File: src/rtl/sio_pkg.sv
package sio_pkg;

  // Mode register layout: bit 0 count mode, bit 1 output enable
  typedef struct packed {
    logic oe;
    logic cnt;
  } sio_mode_t;

endpackage

File: src/rtl/sio_low_filter.sv
module sio_low_filter #(
  parameter int LOW_SAMPLES = 2
) (
  input  logic clk,
  input  logic rst_n,
  input  logic cyc_en,
  input  logic si,
  output logic dec_pulse
);

  localparam int CW = (LOW_SAMPLES < 2) ? 1 : $clog2(LOW_SAMPLES);
  localparam logic [CW-1:0] LAST = CW'(LOW_SAMPLES - 1);

  logic          armed_q, armed_d;
  logic [CW-1:0] low_q, low_d;
  logic          hit;

  // Last required low sample of an armed pulse
  assign hit       = cyc_en && armed_q && !si && (low_q == LAST);
  assign dec_pulse = hit;

  always_comb begin
    armed_d = armed_q;
    low_d   = low_q;
    if (cyc_en) begin
      if (si) begin
        armed_d = 1'b1;
        low_d   = '0;
      end else if (armed_q) begin
        if (hit) begin
          armed_d = 1'b0;
          low_d   = '0;
        end else begin
          low_d = low_q + CW'(1);
        end
      end
    end
  end

  always_ff @(posedge clk or negedge rst_n) begin
    if (!rst_n) begin
      armed_q <= 1'b0;
      low_q   <= '0;
    end else begin
      armed_q <= armed_d;
      low_q   <= low_d;
    end
  end

endmodule

File: src/rtl/sio_core.sv
module sio_core #(
  parameter int WIDTH = 4
) (
  input  logic             clk,
  input  logic             rst_n,
  input  logic             cyc_en,
  input  logic             cnt_mode,
  input  logic             si,
  input  logic             dec_pulse,
  input  logic             xchg,
  input  logic [WIDTH-1:0] xchg_wdata,
  input  logic             carry,
  output logic [WIDTH-1:0] q,
  output logic             skl
);

  logic [WIDTH-1:0] q_r, q_d;
  logic             skl_r, skl_d;

  always_comb begin
    q_d   = q_r;
    skl_d = skl_r;
    if (cyc_en && xchg) begin
      q_d   = xchg_wdata;
      skl_d = carry;
    end else if (cyc_en && !cnt_mode) begin
      q_d = {q_r[WIDTH-2:0], si};
    end else if (cnt_mode && dec_pulse) begin
      q_d = q_r - WIDTH'(1);
    end
  end

  always_ff @(posedge clk or negedge rst_n) begin
    if (!rst_n) begin
      q_r   <= '0;
      skl_r <= 1'b1;
    end else begin
      q_r   <= q_d;
      skl_r <= skl_d;
    end
  end

  assign q   = q_r;
  assign skl = skl_r;

endmodule

File: src/rtl/sio_pins.sv
module sio_pins #(
  parameter int WIDTH = 4
) (
  input  logic               msb,
  input  sio_pkg::sio_mode_t mode,
  input  logic               skl,
  input  logic               cyc_phase,
  output logic               so,
  output logic               sk
);

  always_comb begin
    if (mode.cnt) begin
      so = mode.oe;
      sk = skl;
    end else begin
      so = mode.oe & msb;
      sk = skl & cyc_phase;
    end
  end

endmodule

File: src/rtl/sio_dual_reg.sv
module sio_dual_reg #(
  parameter int WIDTH       = 4,
  parameter int LOW_SAMPLES = 2
) (
  input  logic             clk,
  input  logic             rst_n,
  input  logic             cyc_en_i,
  input  logic             cyc_phase_i,
  input  logic             mode_ld_i,
  input  logic [1:0]       mode_wdata_i,
  input  logic             si_i,
  input  logic             xchg_i,
  input  logic [WIDTH-1:0] xchg_wdata_i,
  input  logic             carry_i,
  output logic [WIDTH-1:0] xchg_rdata_o,
  output logic             so_o,
  output logic             sk_o
);

  import sio_pkg::*;

  logic             rst_meta_q, rst_sync_n;
  sio_mode_t        mode_r;
  logic             dec_pulse;
  logic [WIDTH-1:0] q;
  logic             skl;

  // Asynchronous assert, synchronous release
  always_ff @(posedge clk or negedge rst_n) begin
    if (!rst_n) begin
      rst_meta_q <= 1'b0;
      rst_sync_n <= 1'b0;
    end else begin
      rst_meta_q <= 1'b1;
      rst_sync_n <= rst_meta_q;
    end
  end

  always_ff @(posedge clk or negedge rst_sync_n) begin
    if (!rst_sync_n) begin
      mode_r <= '0;
    end else if (mode_ld_i) begin
      mode_r <= sio_mode_t'(mode_wdata_i);
    end
  end

  sio_low_filter #(.LOW_SAMPLES(LOW_SAMPLES)) u_filt (
    .clk       (clk),
    .rst_n     (rst_sync_n),
    .cyc_en    (cyc_en_i),
    .si        (si_i),
    .dec_pulse (dec_pulse)
  );

  sio_core #(.WIDTH(WIDTH)) u_core (
    .clk        (clk),
    .rst_n      (rst_sync_n),
    .cyc_en     (cyc_en_i),
    .cnt_mode   (mode_r.cnt),
    .si         (si_i),
    .dec_pulse  (dec_pulse),
    .xchg       (xchg_i),
    .xchg_wdata (xchg_wdata_i),
    .carry      (carry_i),
    .q          (q),
    .skl        (skl)
  );

  sio_pins #(.WIDTH(WIDTH)) u_pins (
    .msb       (q[WIDTH-1]),
    .mode      (mode_r),
    .skl       (skl),
    .cyc_phase (cyc_phase_i),
    .so        (so_o),
    .sk        (sk_o)
  );

  assign xchg_rdata_o = q;

endmodule

File: config.mk
export PLATFORM = sky130hd
export DESIGN_NAME = sio_dual_reg
export DESIGN_NICKNAME = d
export VERILOG_FILES = /design/src/rtl/sio_pkg.sv /design/src/rtl/sio_low_filter.sv /design/src/rtl/sio_core.sv /design/src/rtl/sio_pins.sv /design/src/rtl/sio_dual_reg.sv
export SDC_FILE = /design/constraint.sdc
export NUM_CORES = 1
export LEC_CHECK = 0
export CAP_MARGIN = 15
export CORE_MARGIN = 10
export CORE_UTILIZATION = 43
export CTS_BUF_LIST = sky130_fd_sc_hd__clkbuf_4 sky130_fd_sc_hd__clkbuf_8 sky130_fd_sc_hd__clkbuf_16
export CTS_CLUSTER_DIAMETER = 200
export CTS_CLUSTER_SIZE = 28
export DETAILED_ROUTE_END_ITERATION = 8
export PLACE_DENSITY = 0.76
export SYNTH_ARGS = -nofsm -noshare
export SYNTH_HDL_FRONTEND = slang
export SYNTH_HIERARCHICAL = 1
export SYNTH_SLANG_ARGS = --single-unit
File: constraint.sdc
create_clock -name clk -period 0.85 [get_ports clk]
set_input_delay 0.17 -clock clk [delete_from_list [all_inputs] [get_ports clk]]
set_output_delay 0.17 -clock clk [all_outputs]
set_load 0.01 [all_outputs]
## Word level (Yosys, flattened, before mapping)

Index checks and enable logic that the tools add are counted.

| storage, ports and cells | value |
|---|---|
| output and inout port bits | 6 |
| word-level logic and storage cells | 34 |
| input port bits | 14 |
| register bits | 11 |

| cells by class | value |
|---|---|
| bitwise logic cells | 2 |
| add/subtract/negate cells | 2 |
| mux-type cells | 11 |
| reductions and logical operators | 11 |

Operator list:

| kind | number |
|---|---|
| 4-bit 2-to-1 mux | 3 |
| 1-bit 2-to-1 mux | 8 |
| 1-bit logical AND | 6 |
| 4-bit by 1-bit subtractor with 4-bit output (second input constant) | 1 |
| 3-bit nonzero test | 1 |
| 1-bit bitwise AND | 2 |
| 1-bit logical NOT | 2 |
| 2-bit AND reduction | 1 |
| 2-bit nonzero test | 1 |
| 1-bit adder (second input constant) | 1 |

## Logic depth before layout (Yosys ltp)

| depth | value |
|---|---|
| depth in word-level cells | 7 |
| mapped depth | 5 |
| mapped depth without buffers | 5 |

## By module

Netlist, hierarchy kept.

By module, submodules not included:

| module | area each (sq um) | instances | sequential area each (sq um) | cells an instance |
|---|---|---|---|---|
| sio_core | 360.3 | 1 | 126.4 | 36 |
| sio_dual_reg | 126.4 | 1 | 100.1 | 7 |
| sio_low_filter | 100.1 | 1 | 50.0 | 8 |
| sio_pins | 15.0 | 1 | 0.0 | 2 |

## Least setup slack after synthesis

No wires, ideal clock.

| timing | value |
|---|---|
| kind | register to register |
| start | reg u_core.q_r[0], in the netlist u_core/q[0] |
| end | reg u_core.q_r[1], in the netlist u_core/q[1] |
| stages on the path, launching flop included | 6 |
| period minus slack after synthesis | 1414 ps |
| required time | 725 ps |
| library setup time | 125 ps |
| arrival time | 1289 ps |
| path slack | -564 ps |
| path buffers | 0 |
| cells stage by stage | dfrtp_1 > inv_1 > ha_1 > o22a_4 > o221ai_2 > mux2_2 |

| on the way | value |
|---|---|
| cells in the longest elaborated chain, start to end | 4 |

RTL lines:

| element | RTL line | RTL |
|---|---|---|
| start, declared | sio_core.sv:17 | `logic [WIDTH-1:0] q_r, q_d;` |
| start signal, assigned | sio_core.sv:38 | `q_r <= q_d;` |
| 4-bit by 1-bit subtractor with 4-bit output | sio_core.sv:29 | `q_d = q_r - WIDTH'(1);` |
| 4-bit 2-to-1 mux | sio_core.sv:28 | `end else if (cnt_mode && dec_pulse) begin` |
| 4-bit 2-to-1 mux * | sio_core.sv:26 | `end else if (cyc_en && !cnt_mode) begin` |
| 4-bit 2-to-1 mux * | sio_core.sv:23 | `if (cyc_en && xchg) begin` |

Every way passes the cells marked *; elsewhere a longest branch is shown, timed or not. The select of a mux whose other input is x is not followed.
A chain may end at the register's enable or synchronous reset.

## Worst setup path after layout

| timing | value |
|---|---|
| start | reg u_filt.low_q |
| end | reg u_core.q_r[3], in the netlist u_core/q[3] |

| on the way | value |
|---|---|
| cells in the longest elaborated chain, start to end | 3 |

RTL lines:

| element | RTL line | RTL |
|---|---|---|
| start, declared | sio_low_filter.sv:15 | `logic [CW-1:0] low_q, low_d;` |
| start signal, assigned | sio_low_filter.sv:46 | `low_q <= low_d;` |
| 1-bit logical AND | sio_low_filter.sv:19 | `assign hit = cyc_en && armed_q && !si && (low_q == LAST);` |
| via dec_pulse | sio_dual_reg.sv:24 | `logic dec_pulse;` |
| 1-bit logical AND | sio_core.sv:28 |  |
| 3-bit nonzero test (no line) | -- |  |

The timed path passes the listed nets, and every way through them passes these cells.

==> results.json <==
{
  "status": "finished, violations left",
  "violations": "negative setup slack",
  "clockBufferDepth": 2,
  "cts-root-buf": "clkbuf_4",
  "rsz0062_at_grt": "true",
  "drc": 0,
  "yosysWarnings": 6,
  "cp.required_ps": 1000,
  "routed_wl_um": 2220,
  "final.fill_count": 76,
  "grt_pass1_wl_um": 3340,
  "htreeDepth": 1,
  "crit_family": "simple AND/OR/NAND/NOR gates",
  "ir_worst_vdd_uv": 1810,
  "fin_total_pwr_w": 0.00251,
  "async_reset_ff_share_pct": 100,
  "num_vias": 636,
  "synth_seq_cells": 11,
  "rows": 13,
  "initial_utilization_pct": 45.7,
  "viasPerCell": 5.58,
  "fin_crit_ps": 1420,
  "ys_dominant_reg_cell": "dfrtp_1",
  "crit_type": "reg2reg",
  "path_max_fanout": 3,
  "worstSetupStartpointType": "register",
  "holdWs_ps": 49.3,
  "final_cell_mix": "16 x buf_4, 12 x buf_6, 10 x clkdlybuf4s50_1",
  "final_max_slew_viol_count": 0,
  "fin_skew_ps": 10.6,
  "cellPowerDensity_mw_per_mm2": 2250,
  "area.growth.synth_to_final_pct": 84.6,
  "antenna_found_initial": 0,
  "post-route-period-util_pct": 167,
  "cts_hold_buf": 0,
  "finalSetupViolCount": 12,
  "die_w_um": 57.4,
  "num_antenna_cells": 0,
  "grt_pass1_vias": 710,
  "drt_first_pass_iters": 4,
  "cts_buffers": 3,
  "grt_usage_pct": 12.8,
  "grt_max_degree": 13,
  "dpl.hpwl_um": 1450,
  "hp-class": "in2async",
  "clock_latency_ps": 280,
  "yosysSeqAreaShare_pct": 45.9,
  "path_cells": "and4b_2 -> a22oi_2 -> buf_4 -> nor2b_4 -> nor3_2",
  "syn_inst": 53,
  "portBuffers": 19,
  "endpoint_kind": "register",
  "synth_edf_count": 0,
  "arrival_ps": 1580,
  "cts_tree": "built",
  "synth_cell_types": 31,
  "final_nets": 115,
  "max_stage_delay_ps": 420,
  "cap_violations": 0,
  "synth_nets": 68,
  "slowest_stage": "dfrtp_1",
  "final_layout_size_suffix_gt1_share_pct": 57.6,
  "clock.fmax_mhz": 703,
  "syn_avg_cell_area_sq_um": 11.4,
  "final_common_cell": "buf_4",
  "leakage_nw": 0.522,
  "place.gp.congestion": 0.793,
  "drt_iter0_drc": 9,
  "hold_viol": 0,
  "core_sq_mm": 0.00132,
  "worst-path-buf-inv": 1,
  "clk_pin_slew_ps": 80,
  "worst_slack_ps": -573,
  "clock_sinks": 11,
  "wl_per_cell_um": 19.4,
  "dieArea_sq_mm": 0.00330,
  "grt-ovfl-total": 0,
  "synth_area_sq_um": 602,
  "fin_util_pct": 84.3,
  "final_antenna_net_count": 0,
  "die_y_um": 57.4,
  "ioPinCount": 20
}
## timing repair
action | CTS | global route
resized for setup | 39 | 14
pin swaps | 8 | 4
setup endpoints to repair | 13 | 14
setup buffers | 7 | 5
## cell type report
| cell class | count | area (sq um) | share of cell area [%] |
|---|---|---|---|
| sequential | 11 | 278 | 25.0 |
| tap | 15 | 18.8 | 1.69 |
| clock inverter | 1 | 5.00 | 0.450 |
| clock buffer | 3 | 22.5 | 2.03 |
| timing repair buffer | 43 | 395 | 35.6 |
| multi-input combinational | 38 | 375 | 33.8 |
| inverter | 3 | 16.3 | 1.46 |
## registers in the layout (all words and copies together) (netlist names)
name and count:
u_filt/armed_q 1, rst_meta_q 1, u_core/q 4, rst_sync_n 1, mode_r 2, u_core/skl 1
u_filt/low_q 1
## layer usage
layer / wire length (um) / part of all wire (%) / track usage [%] / vias up
met5: 0 / 0 / 0 / -
met4: 133 / 6.0 / 9.06 / 0
met3: 166 / 7.5 / 5.31 / 14
met2: 1080 / 49 / 21.8 / 35
met1: 832 / 38 / 12.0 / 302
li1: - / - / - / 285
## through the flow
step	std cells	cell area, sq um	TNS [ps]	setup slack [ps]
floorplan	53	621	-1270	-497
global placement	102	942	-6800	-722
detailed placement	102	942	-7340	-831
CTS	110	1020	-3800	-517
global route	114	1110	-4660	-625
finish	114	1110	-4160	-573
## report_power, final
| part | leakage [nW] | switching [W] | internal [W] |
|---|---|---|---|
| combinational | 0.379 | 0.000553 | 0.000848 |
| sequential | 0.126 | 0.000105 | 0.000636 |
| clock | 0.0177 | 0.000189 | 0.000175 |
| total | 0.522 | 0.000847 | 0.00166 |
## synthesized netlist by cell type (2+ instances only)
cell	instances	area, sq um
a21o_1	2	15.0
nor2b_1	2	12.5
mux2_2	3	33.8
nand3_1	2	10.0
nor3_1	2	10.0
o22ai_1	2	12.5
dfrtp_1	10	250
xor2_1	2	17.5
o21a_1	2	15.0
inv_1	2	7.51
nand2_1	4	15.0
## logic make-up (layout without fill, tap and decap cells)
| group | count (synthesis) | count (layout) | synth area share, % |
|---|---|---|---|
| AO/OA/AOI/OAI | 15 | 15 | 22.0 |
| XOR/XNOR | 2 | 2 | 2.91 |
| adder cells (fa/ha/maj) | 1 | 1 | 2.08 |
| buffers and inverters | 4 | 50 | 3.12 |
| flip-flops | 11 | 11 | 45.9 |
| multiplexers | 4 | 4 | 7.48 |
| other | 1 | 1 | 0.623 |
| AND/OR/NAND/NOR | 15 | 15 | 15.8 |
## final timing paths
path	startpoint	slack, ps	cells past startpoint	endpoint
hold reg to reg	rst_sync_n	160	0	u_filt/armed_q
setup / recovery	u_filt/low_q	-570	5	u_core/q[3]
hold / removal	rst_n	50	1	rst_meta_q
setup reg to reg	u_filt/low_q	-570	5	u_core/q[3]
min in group clk	rst_meta_q	370	0	rst_sync_n
max in group asynchronous	rst_sync_n	380	0	u_core/skl
Note: power is estimated with default switching activity, not from simulation.
